[config.mk]
export PLATFORM = sky130hd
export DESIGN_NAME = spi_host_ctrl
export DESIGN_NICKNAME = d
export VERILOG_FILES = /design/src/rtl/spi_host_pkg.sv /design/src/rtl/spi_sck_gen.sv /design/src/rtl/spi_bit_engine.sv /design/src/rtl/spi_host_ctrl.sv
export SDC_FILE = /design/constraint.sdc
export NUM_CORES = 1
export LEC_CHECK = 0
export ABC_AREA = 1
export BUFFER_PORTS_ARGS = -buffer_cell sky130_fd_sc_hd__buf_4
export CAP_MARGIN = 20
export CORE_AREA = 2 2 174 176
export DETAILED_ROUTE_END_ITERATION = 6
export DIE_AREA = 0 0 176 178
export PLACE_DENSITY_LB_ADDON = 0.25
export SETUP_SLACK_MARGIN = 0.1
export SKIP_CTS_REPAIR_TIMING = 1
export SLEW_MARGIN = 10
export SYNTH_ARGS = -nofsm -noshare
export SYNTH_HDL_FRONTEND = slang
export SYNTH_SLANG_ARGS = --single-unit
export TNS_END_PERCENT = 5
[constraint.sdc]
create_clock -name clk -period 8.37 [get_ports clk]
set_input_delay 1.674 -clock clk [delete_from_list [all_inputs] [get_ports clk]]
set_output_delay 1.674 -clock clk [all_outputs]
set_load 0.005 [all_outputs]
[src/rtl/spi_host_pkg.sv]
package spi_host_pkg;

    localparam int MAX_BITS  = 128;
    localparam int LEN_W     = $clog2(MAX_BITS);
    localparam int WORDS     = MAX_BITS / 32;

    // word offsets (byte address bits 4:2)
    localparam logic [2:0] OFS_CTRL = 3'd4;
    localparam logic [2:0] OFS_DIV  = 3'd5;
    localparam logic [2:0] OFS_SEL  = 3'd6;

    // control bit positions
    localparam int B_GO   = 8;
    localparam int B_RXF  = 9;
    localparam int B_TXF  = 10;
    localparam int B_LSB  = 11;
    localparam int B_IE   = 12;
    localparam int B_AUTO = 13;

    typedef struct packed {
        logic             auto_sel;
        logic             irq_en;
        logic             lsb_first;
        logic             tx_fall;
        logic             rx_fall;
        logic [LEN_W-1:0] len;
    } mode_t;

    function automatic logic [31:0] mode_to_word(input mode_t m, input logic go);
        logic [31:0] w;
        w            = '0;
        w[LEN_W-1:0] = m.len;
        w[B_GO]      = go;
        w[B_RXF]     = m.rx_fall;
        w[B_TXF]     = m.tx_fall;
        w[B_LSB]     = m.lsb_first;
        w[B_IE]      = m.irq_en;
        w[B_AUTO]    = m.auto_sel;
        return w;
    endfunction

    function automatic mode_t word_to_mode(input logic [31:0] w);
        mode_t m;
        m.len       = w[LEN_W-1:0];
        m.rx_fall   = w[B_RXF];
        m.tx_fall   = w[B_TXF];
        m.lsb_first = w[B_LSB];
        m.irq_en    = w[B_IE];
        m.auto_sel  = w[B_AUTO];
        return m;
    endfunction

    function automatic logic [31:0] lane_merge(input logic [31:0] old_w,
                                               input logic [31:0] new_w,
                                               input logic [3:0]  be);
        logic [31:0] r;
        for (int b = 0; b < 4; b++)
            r[b*8 +: 8] = be[b] ? new_w[b*8 +: 8] : old_w[b*8 +: 8];
        return r;
    endfunction

endpackage

[src/rtl/spi_sck_gen.sv]
module spi_sck_gen #(
    parameter int DIV_W = 16
) (
    input  logic             clk,
    input  logic             rst,
    input  logic             start,
    input  logic             run,
    input  logic [DIV_W-1:0] div,
    output logic             sck,
    output logic             rise,
    output logic             fall
);

    typedef struct packed {
        logic [DIV_W-1:0] cnt;
        logic             sck;
    } gen_t;

    gen_t s_d, s_q;
    logic tick;

    assign tick = run && (s_q.cnt == '0);
    assign rise = tick & ~s_q.sck;
    assign fall = tick &  s_q.sck;
    assign sck  = s_q.sck;

    always_comb begin
        s_d = s_q;
        if (start) begin
            s_d.cnt = div;
            s_d.sck = 1'b0;
        end else if (run) begin
            if (s_q.cnt == '0) begin
                s_d.cnt = div;
                s_d.sck = ~s_q.sck;
            end else begin
                s_d.cnt = s_q.cnt - 1'b1;
            end
        end else begin
            s_d.sck = 1'b0;
        end
    end

    always_ff @(posedge clk) begin
        if (rst) s_q <= '0;
        else     s_q <= s_d;
    end

    // a clock edge is only produced while a transfer runs
    a_r5_edge_only_running: assert property (@(posedge clk) disable iff (rst)
        !run |=> $stable(s_q.sck) || !s_q.sck);

endmodule

[src/rtl/spi_bit_engine.sv]
module spi_bit_engine
    import spi_host_pkg::*;
(
    input  logic             clk,
    input  logic             rst,
    input  logic             start,
    input  logic             rise,
    input  logic             fall,
    input  mode_t            mode,
    input  logic             tx_bit,
    output logic             busy,
    output logic             done,
    output logic             mosi,
    output logic [LEN_W-1:0] tx_pos,
    output logic [LEN_W-1:0] rx_pos,
    output logic             rx_we
);

    localparam int CNT_W = LEN_W + 1;

    typedef struct packed {
        logic             busy;
        logic [CNT_W-1:0] idx;
        logic             mosi;
    } eng_t;

    eng_t e_d, e_q;
    logic [CNT_W-1:0] nbits;
    logic             last;
    logic             launch;

    assign nbits = (mode.len == '0) ? CNT_W'(MAX_BITS) : {1'b0, mode.len};
    assign last  = (e_q.idx == nbits - 1'b1);
    assign busy  = e_q.busy;
    assign mosi  = e_q.mosi;

    function automatic logic [LEN_W-1:0] bit_pos(input logic [CNT_W-1:0] j,
                                                 input logic [CNT_W-1:0] n,
                                                 input logic             lsb);
        logic [CNT_W-1:0] t;
        t = lsb ? j : (n - 1'b1 - j);
        return t[LEN_W-1:0];
    endfunction

    always_comb begin
        e_d    = e_q;
        done   = 1'b0;
        tx_pos = bit_pos(fall ? e_q.idx + 1'b1 : e_q.idx, nbits, mode.lsb_first);
        rx_pos = bit_pos(e_q.idx, nbits, mode.lsb_first);
        rx_we  = e_q.busy & ((rise & ~mode.rx_fall) | (fall & mode.rx_fall));
        launch = (start & mode.tx_fall)
               | (e_q.busy & rise & ~mode.tx_fall)
               | (e_q.busy & fall & mode.tx_fall & ~last);
        if (start) begin
            e_d.busy = 1'b1;
            e_d.idx  = '0;
        end
        if (launch) e_d.mosi = tx_bit;
        if (e_q.busy && fall) begin
            if (last) begin
                e_d.busy = 1'b0;
                e_d.idx  = '0;
                done     = 1'b1;
            end else begin
                e_d.idx = e_q.idx + 1'b1;
            end
        end
    end

    always_ff @(posedge clk) begin
        if (rst) e_q <= '0;
        else     e_q <= e_d;
    end

    // bit index never leaves the programmed length
    a_r6_idx_in_range: assert property (@(posedge clk) disable iff (rst)
        e_q.busy |-> e_q.idx < nbits);

    // a transfer ends only on a falling serial clock edge
    a_r5_end_on_fall: assert property (@(posedge clk) disable iff (rst)
        done |-> fall);

endmodule

[src/rtl/spi_host_ctrl.sv]
module spi_host_ctrl
    import spi_host_pkg::*;
#(
    parameter int NSEL  = 8,
    parameter int DIV_W = 16
) (
    input  logic            clk,
    input  logic            rst,
    input  logic [2:0]      bus_adr,
    input  logic [31:0]     bus_wdat,
    output logic [31:0]     bus_rdat,
    input  logic [3:0]      bus_sel,
    input  logic            bus_we,
    input  logic            bus_stb,
    input  logic            bus_cyc,
    output logic            bus_ack,
    output logic            bus_err,
    output logic            irq,
    output logic [NSEL-1:0] sel_n,
    output logic            sck,
    output logic            mosi,
    input  logic            miso
);

    localparam int DBITS = WORDS * 32;

    typedef struct packed {
        logic [DBITS-1:0] data;
        mode_t            mode;
        logic [DIV_W-1:0] div;
        logic [NSEL-1:0]  ss;
        logic             irq;
    } regs_t;

    regs_t r_d, r_q;

    logic             acc, wr, rd, is_data, start;
    logic [31:0]      ctrl_new;
    mode_t            mode_eff;
    logic             busy, done, rx_we, tx_bit, rise, fall;
    logic [LEN_W-1:0] tx_pos, rx_pos;

    // ---- bus decode ----
    always_comb begin
        acc      = bus_cyc & bus_stb;
        wr       = acc & bus_we;
        rd       = acc & ~bus_we;
        is_data  = (bus_adr[2] == 1'b0) && (bus_adr[1:0] <= 2'(WORDS - 1)) && !bus_adr[2];
        is_data  = ~bus_adr[2];
        ctrl_new = lane_merge(mode_to_word(r_q.mode, 1'b0), bus_wdat, bus_sel);
        start    = wr && (bus_adr == OFS_CTRL) && !busy && bus_sel[1] && bus_wdat[B_GO];
        mode_eff = start ? word_to_mode(ctrl_new) : r_q.mode;
    end

    assign tx_bit  = r_q.data[tx_pos];
    assign bus_ack = acc;
    assign bus_err = 1'b0;
    assign irq     = r_q.irq;
    assign sel_n   = ~(r_q.mode.auto_sel ? (busy ? r_q.ss : '0) : r_q.ss);

    spi_sck_gen #(.DIV_W(DIV_W)) u_sck (
        .clk   (clk),
        .rst   (rst),
        .start (start),
        .run   (busy),
        .div   (r_q.div),
        .sck   (sck),
        .rise  (rise),
        .fall  (fall)
    );

    spi_bit_engine u_eng (
        .clk    (clk),
        .rst    (rst),
        .start  (start),
        .rise   (rise),
        .fall   (fall),
        .mode   (mode_eff),
        .tx_bit (tx_bit),
        .busy   (busy),
        .done   (done),
        .mosi   (mosi),
        .tx_pos (tx_pos),
        .rx_pos (rx_pos),
        .rx_we  (rx_we)
    );

    // ---- next state ----
    always_comb begin
        logic [31:0] tmp;
        r_d = r_q;
        tmp = '0;
        if (wr && !busy) begin
            if (is_data) begin
                r_d.data[{bus_adr[1:0], 5'd0} +: 32] =
                    lane_merge(r_q.data[{bus_adr[1:0], 5'd0} +: 32], bus_wdat, bus_sel);
            end else if (bus_adr == OFS_CTRL) begin
                r_d.mode = word_to_mode(ctrl_new);
            end else if (bus_adr == OFS_DIV) begin
                tmp       = lane_merge(32'(r_q.div), bus_wdat, bus_sel);
                r_d.div   = tmp[DIV_W-1:0];
            end
        end
        if (wr && bus_adr == OFS_SEL) begin
            tmp      = lane_merge(32'(r_q.ss), bus_wdat, bus_sel);
            r_d.ss   = tmp[NSEL-1:0];
        end
        if (rx_we) r_d.data[rx_pos] = miso;
        if (start || (rd && is_data)) r_d.irq = 1'b0;
        if (done && r_q.mode.irq_en)  r_d.irq = 1'b1;
    end

    always_ff @(posedge clk) begin
        if (rst) r_q <= '0;
        else     r_q <= r_d;
    end

    // ---- read mux ----
    always_comb begin
        bus_rdat = '0;
        if (is_data)                    bus_rdat = r_q.data[{bus_adr[1:0], 5'd0} +: 32];
        else if (bus_adr == OFS_CTRL)   bus_rdat = mode_to_word(r_q.mode, busy);
        else if (bus_adr == OFS_DIV)    bus_rdat = 32'(r_q.div);
        else if (bus_adr == OFS_SEL)    bus_rdat = 32'(r_q.ss);
    end

    // ---- assertions ----
    // serial clock is low whenever no transfer runs
    a_r5_sck_idle_low: assert property (@(posedge clk) disable iff (rst)
        !busy |-> !sck);

    // busy only drops right after the clock was high
    a_r4_end_after_high: assert property (@(posedge clk) disable iff (rst)
        $fell(busy) |-> $past(sck));

    // interrupt only rises when a transfer finishes
    a_r10_irq_at_end: assert property (@(posedge clk) disable iff (rst)
        $rose(irq) |-> $fell(busy));

    // transfer mode does not change while busy
    a_r12_mode_frozen: assert property (@(posedge clk) disable iff (rst)
        (busy && $past(busy)) |-> $stable(r_q.mode));

    // automatic select keeps every line high when idle
    a_r11_auto_idle_high: assert property (@(posedge clk) disable iff (rst)
        (r_q.mode.auto_sel && !busy) |-> (sel_n == '1));

endmodule

======== Word-level counts from Yosys, hierarchy flattened ========
Index checks and enable logic that the tools add are counted.
cells by class
  add/sub/neg operators ................... 6
  $lt $le $gt $ge ......................... 3
  eq/ne operators ......................... 4
  shifts and indexed selects .............. 3
  muxes and demuxes ....................... 45
  bitwise logic cells ..................... 26
  reduce and logical (&&, ||, !) cells .... 23
operators by type and width
  operator                    count
  $bwmux W128                 2
  $mux W128                   2
  $mux W156                   1
  $shift A32 B9 Y128 const A  1
  $shiftx A128 B8 Y32         1
  $shiftx A32 B9 Y128         1
  $mux W16                    6
  $mux W8                     11
  $mux W32                    1
  $mux W28                    1
  $mux W7                     4
  $mux W9                     2
  $mux W17                    1
  $logic_not A16 Y1           1
  $lt A7 B8 Y1 const B        2
  $sub A16 B1 Y16 const B     1
  $and A1 B1 Y1               14
  $sub A7 B7 Y7               2
  $mux W12                    1
  $logic_and A1 B1 Y1         11
  $mux W10                    1
  $reduce_and A5 Y1           2
  $eq A3 B3 Y1 const B        3
  $mux W1                     9
  other kinds (18)            29
word-level totals
  flip-flop bits (word level) ............. 192
  bits of input ports ..................... 45
  output and inout port bits .............. 45
  logic and storage cells ................. 126

======== Logic depth before layout (Yosys ltp) ========
  depth in word-level cells ............... 18
  mapped depth ............................ 37
  mapped depth without buffers ............ 31

======== By module ========
Synthesis repeated with hierarchy kept, for this count alone.
unflattened totals
  cell total of the unflattened synthesis .. 2451
  area, all modules ....................... 14188.6 um^2
modules (own cells, without submodules)
  module          instances  cells an instance  area each (um^2)  sequential area each (um^2)
  spi_host_ctrl   1          2025               11414.7           3303.2
  spi_bit_engine  1          228                1436.4            200.2
  spi_sck_gen     1          198                1337.5            340.3

======== Worst setup path after synthesis ========
OpenSTA, ideal clock, no wires.
  path kind ............................... input to register
  start point ............................. input port bus_adr[0]
  end point ............................... register r_q[107] (netlist bit)
  setup time .............................. 0.115 ns
  arrival ................................. 6.453 ns
  data required time ...................... 8.255 ns
  setup slack ............................. 1.802 ns
  stages on the path ...................... 31
  path buffers ............................ 7
  cell sequence ........................... clkbuf_1 -> clkbuf_1 -> clkbuf_1 -> inv_1 -> buf_1 -> ha_1 -> buf_4 -> nand2_2 -> nor2_8 -> nand2_4 -> inv_2 -> buf_4 -> o21ai_0 -> inv_1 -> ha_1 -> nand2_1 -> nor2_1 -> o21ai_0 -> xor2_1 -> ha_1 -> nand2_1 -> o21ai_0 -> xor2_1 -> nand2_1 -> o21ai_1 -> nand2_1 -> nor2_4 -> buf_4 -> nand3_1 -> nand2_1 -> nor2_1
between the ends
  cells in the longest elaborated chain, start to end .. 17
  elaborated cells on any way between the ends .. 34
  classes of those cells .................. add/sub (3); order compare (2); eq/ne (1); shift (3); mux (14); bitwise (5); reduce/logical (6)
ends and longest elaborated chain
  what                                                                       RTL line              source
  start: declaration                                                         spi_host_ctrl.sv:9    input logic [2:0] bus_adr,
  $eq A3 B3 Y1                                                               spi_host_ctrl.sv:51   start = wr && (bus_adr == OFS_CTRL) && !busy && bus_sel[1] && bus_wdat[B_GO];
  $logic_and A1 B1 Y1 (4 in series)                                          spi_host_ctrl.sv:51
  $mux W10                                                                   spi_host_ctrl.sv:52   mode_eff = start ? word_to_mode(ctrl_new) : r_q.mode;
  $logic_not A7 Y1                                                           spi_bit_engine.sv:32  assign nbits = (mode.len == '0) ? CNT_W'(MAX_BITS) : {1'b0, mode.len};
  $mux W8                                                                    spi_bit_engine.sv:32
  $sub A8 B1 Y8                                                              --
  $sub A7 B7 Y7                                                              spi_bit_engine.sv:41  t = lsb ? j : (n - 1'b1 - j);
  $mux W7                                                                    spi_bit_engine.sv:41
  $lt A7 B8 Y1 (implied by the code) / $ge A7 B1 Y1 (equally long branches)  spi_host_ctrl.sv:108  if (rx_we) r_d.data[rx_pos] = miso;
  $logic_and A1 B1 Y1 (implied by the code)                                  spi_host_ctrl.sv:108
  $mux W1 (implied by the code)                                              spi_host_ctrl.sv:108
  $demux W1 S7                                                               spi_host_ctrl.sv:108
  $bwmux W128                                                                spi_host_ctrl.sv:108
  $mux W128 (*)                                                              spi_host_ctrl.sv:108
  end signal: assignment                                                     spi_host_ctrl.sv:115  else r_q <= r_d;
  end: declaration                                                           spi_host_ctrl.sv:35   regs_t r_d, r_q;
Mark *: on every way between the ends. The rest lies on a longest branch, timed or not.
A chain may end at the register's enable or synchronous reset.

======== Worst setup path in the final report ========
  start point ............................. input port bus_adr[1]
  end point ............................... register u_eng.e_q, in the netlist u_eng.mosi
between the ends
  cells in the longest elaborated chain, start to end .. 13
  elaborated cells on any way between the ends .. 22
  classes of those cells .................. add/sub (2); eq/ne (2); mux (5); bitwise (8); reduce/logical (5)
ends and longest elaborated chain
  what                                                                  RTL line                                    source
  $eq A3 B3 Y1 (*)                                                      spi_host_ctrl.sv:51
  $logic_and A1 B1 Y1 (*) (4 in series)                                 spi_host_ctrl.sv:51
  $mux W10                                                              spi_host_ctrl.sv:52
  $logic_not A7 Y1                                                      spi_bit_engine.sv:32
  $mux W8                                                               spi_bit_engine.sv:32
  $sub A8 B1 Y8                                                         spi_bit_engine.sv:33                        assign last = (e_q.idx == nbits - 1'b1);
  $sub A7 B7 Y7 / $eq A8 B8 Y1 (equally long branches)                  spi_bit_engine.sv:41, spi_bit_engine.sv:33
  $mux W7 / $not A1 Y1 (equally long branches)                          spi_bit_engine.sv:41, spi_bit_engine.sv:53
  $bmux W1 S7 / $and A1 B1 Y1 (equally long branches)                   spi_host_ctrl.sv:55, spi_bit_engine.sv:53
  $mux W1 (implied by the code) / $or A1 B1 Y1 (equally long branches)  spi_host_ctrl.sv:55, spi_bit_engine.sv:53
  end signal: assignment                                                spi_bit_engine.sv:71                        if (rst) e_q <= '0;
  end signal: assignment                                                spi_bit_engine.sv:72                        else e_q <= e_d;
  end: declaration                                                      spi_bit_engine.sv:27                        eng_t e_d, e_q;
Mark *: on every way between the ends. The rest lies on a longest branch, timed or not. The select of a mux whose other input is x is not followed.

==> flow_summary_export.csv <==
group,metric,value,unit
run_status,failed_checks,"design-rule violations",
sta,tightest_slew,1200,ps
detailed_routing,wl,56100,µm
sta,finalCritPeriodShare,0.823,
min_path,hold_path.class,"reg -> reg",
sta,fin_setup_tns,0,ps
grt,grt_max_degree,110,
sta,fmax,145,MHz
cells_and_area,stdcell_count,2813,
yosys,syn_nets,2514,
critical_path,ff2ff_path_depth,25,
run,max_cap_violations,0,
critical_path,crit_path_end,"u_eng.mosi",
critical_path,worstPathRequired,8780,ps
detailed_routing,ant_nets,0,
floorplanning,chipHeight,178,µm
cells_and_area,n_antenna_cell,0,
grt,grt_overflow,0,
yosys,ys_seq_area_frac,0.265,
placed_design,place.gp.congestion,0.947,
yosys,ys_warn_count,0,
power_and_ir_drop,vdd_drop_max,138,µV
clocking,cts_buffers,17,
floorplanning,row_count,63,
floorplanning,coreArea,0.0294,mm²
detailed_routing,drt_iter0_markers,2596,
power_and_ir_drop,power_density,137,mW/mm²
cells_and_area,final_util,0.537,
yosys,synth_xor_xnor_area_share,0.0157,
power_and_ir_drop,p_leak,6.50,nW
placed_design,dpl.hpwl,38000,µm
placed_design,io_buffers,88,
clocking,clockRootBuffer,"clkbuf_16",
yosys,ys_types,47,
cells_and_area,multiInputGateArea,0.00893,mm²
critical_path,arrival,7300,ps
floorplanning,die_area,0.0313,mm²
critical_path,r2r-end,"u_eng.mosi",
sta,rsz0062_at_grt,"no",
min_path,whs_path_depth,2,
critical_path,regToRegSetupSlack,3170,ps
clocking,clock-sinks,192,
yosys,synth_simple_gate_area_share,0.356,
placed_design,place_area,0.0152,mm²
detailed_routing,vias_per_cell,6.06,
run_status,status,"finished, violations left",
cells_and_area,stdcell_area,0.0158,mm²
sta,relSlewSlack,0.199,
sta,finClkSkew,15.2,ps
clocking,clkLatencyLatePin,470,ps
grt,grt_util_all_layers,0.355,
floorplanning,initial_core_util,0.494,
critical_path,crit_path_max_fanout,35,
cells_and_area,n_fill_cell,3077,
min_path,hp-start,"r_q[10]",
clocking,clk_pin_slew,80,ps
grt,grt_pass1_wl,87000,µm
yosys,synth_area,0.0145,mm²
critical_path,startpoint,"bus_adr[1]",
clocking,cts_tree,"yes",
yosys,avgSynthCellArea,5.93,µm²
floorplanning,io_pins,90,
detailed_routing,drtPass1Iterations,7,
grt,antenna_found_initial,0,
floorplanning,dieWidth,176,µm
detailed_routing,wl_per_cell,20.0,µm
yosys,synthMuxAreaShare,0.000689,
grt,grt_pass1_vias,15500,
sta,maxSlewViolCount,0,
critical_path,reg2reg_from,"u_eng.busy",
clocking,cts_max_path_buffers,2,
placed_design,pre_cts_slack,1170,ps
placed_design,placed_cells,2780,
critical_path,cp-start-kind,"primary input",
sta,setup_violations,0,
sta,hold_viol_final,0,
critical_path,worst-setup-path-type,"in -> reg",
cells_and_area,final_net_count,2477,
yosys,synthAdderAreaFrac,0.0200,
detailed_routing,vias,17100,
clocking,h-tree-depth,4,
yosys,synth_top_family_by_area,"simple AND/OR/NAND/NOR gates",
yosys,synth_seq_cells,192,
sta,setup_ws,1480,ps
cells_and_area,area_delta_synth_final,8.67,%
detailed_routing,drc,8,
cells_and_area,regArea,0.00384,mm²
cells_and_area,drive_above_1_share,0.0871,
sta,min_period,6890,ps
yosys,synth_compound_area_frac,0.221,
yosys,syn_inst,2447,
critical_path,endpoint_kind,"flip-flop",
==> metal layers <==
metal	wire (µm)	global-route usage	share of wire	vias up
met1	22200	0.469	0.40	7744
met3	6210	0.0541	0.11	221
li1	-	-	-	7995
met5	0	0	0	-
met2	24400	0.553	0.43	1095
met4	3340	0.206	0.060	0
==> synth_stat cells, drive strengths merged <==
| cell | instances | area, µm² |
|---|---|---|
| o32ai | 11 | 96.3 |
| o311ai | 1 | 8.76 |
| and2 | 2 | 12.5 |
| o22ai | 82 | 513 |
| inv | 262 | 983 |
| clkbuf | 124 | 465 |
| a211oi | 1 | 7.51 |
| a32o | 1 | 10.0 |
| nand3 | 310 | 1560 |
| conb | 1 | 3.75 |
| nor3b | 3 | 22.5 |
| mux2i | 1 | 10.0 |
| o21ai | 231 | 1160 |
| nor4 | 3 | 18.8 |
| xor2 | 17 | 149 |
| nor2 | 281 | 1250 |
| a32oi | 1 | 8.76 |
| buf | 51 | 323 |
| nor3 | 21 | 105 |
| nand4 | 3 | 18.8 |
| nand2 | 543 | 2120 |
| xnor2 | 9 | 78.8 |
| clkinv | 1 | 3.75 |
| or2 | 5 | 31.3 |
| o211ai | 6 | 45.0 |
| nand3b | 3 | 22.5 |
| a21oi | 241 | 1210 |
| ha | 20 | 250 |
| o221ai | 13 | 114 |
| fa | 2 | 40.0 |
| a22oi | 3 | 22.5 |
| a31oi | 2 | 12.5 |
| dfxtp | 192 | 3840 |
==> stage by stage <==
step           hold WS [ps]  power, mW
2_1_floorplan           436       1.19
3_3_place_gp            467       1.30
3_5_place_dp            476       1.30
4_1_cts                 490       2.15
5_1_grt                 517       2.23
6_report                492       2.16
==> sequential cells by signal, summed over array words and instances, names as in the netlist, named ones only <==
register    count
r_q           162
u_sck.s_q      16
u_eng.e_q       8
irq             1
u_eng.busy      1
u_eng.mosi      1
u_sck.sck       1
==> worst max-delay path, stage by stage <==
cell and delay [ps]:
buf_4 420, inv_1 120, ha_1 200, buf_4 240, nand2_2 330, nor2_8 100, nand2_4 150, inv_2 120
o21ai_0 330, inv_1 150, ha_1 240, nand2_1 70, nor2_1 50, o21ai_0 270, xor2_1 270, ha_1 320
nand2_1 80, nor2_1 40, a211oi_1 340, xor2_1 170, inv_1 40, o21ai_0 790, inv_1 240, nand3_1 150
nand3_1 80, nand3_1 110, nand2_1 60, a21oi_1 110
==> power breakdown <==
| group | switching (mW) | leakage, nW | internal (mW) |
|---|---|---|---|
| Clock | 0.443 | 0.288 | 0.427 |
| Sequential | 0.00197 | 1.55 | 0.915 |
| Combinational | 0.271 | 4.66 | 0.102 |
| Total | 0.716 | 6.50 | 1.44 |
==> cell families (layout without fill, tap and decap cells) <==
| logic type | Yosys count | after routing |
|---|---|---|
| XOR/XNOR | 26 | 26 |
| adder cells (fa/ha/maj) | 22 | 22 |
| AND/OR/NAND/NOR | 1174 | 1174 |
| other | 1 | 1 |
| AO/OA/AOI/OAI | 593 | 593 |
| multiplexers | 1 | 1 |
| flip-flops | 192 | 192 |
| buffers and inverters | 438 | 414 |
==> worst min-delay path by stage <==
stage                         end  slack (ps)
after detailed placement  r_q[34]         480
after floorplan           r_q[10]         440
after global routing      r_q[10]         520
final                     r_q[10]         490
after global placement    r_q[34]         470
after CTS                 r_q[34]         490
==> layout by cell type, fill, tap and decap left out, drive strengths merged, types with 20 or more instances in the layout <==
cell type / netlist / layout
nor2: 281 / 281
o22ai: 82 / 82
inv: 262 / 270
dfxtp: 192 / 192
a21oi: 241 / 241
nor3: 21 / 21
o21ai: 231 / 231
ha: 20 / 20
nand3: 310 / 310
buf: 51 / 119
nand2: 543 / 543
==> cell type report <==
type                    instances  area share
repair buffers                119      0.0591
clock buffers                  17      0.0270
flip-flops and latches        192       0.244
multi-input cells            1817       0.566
well taps                     390      0.0309
inverters                     263      0.0628
clock inverters                15      0.0105
(Power assumes the default switching activity.)
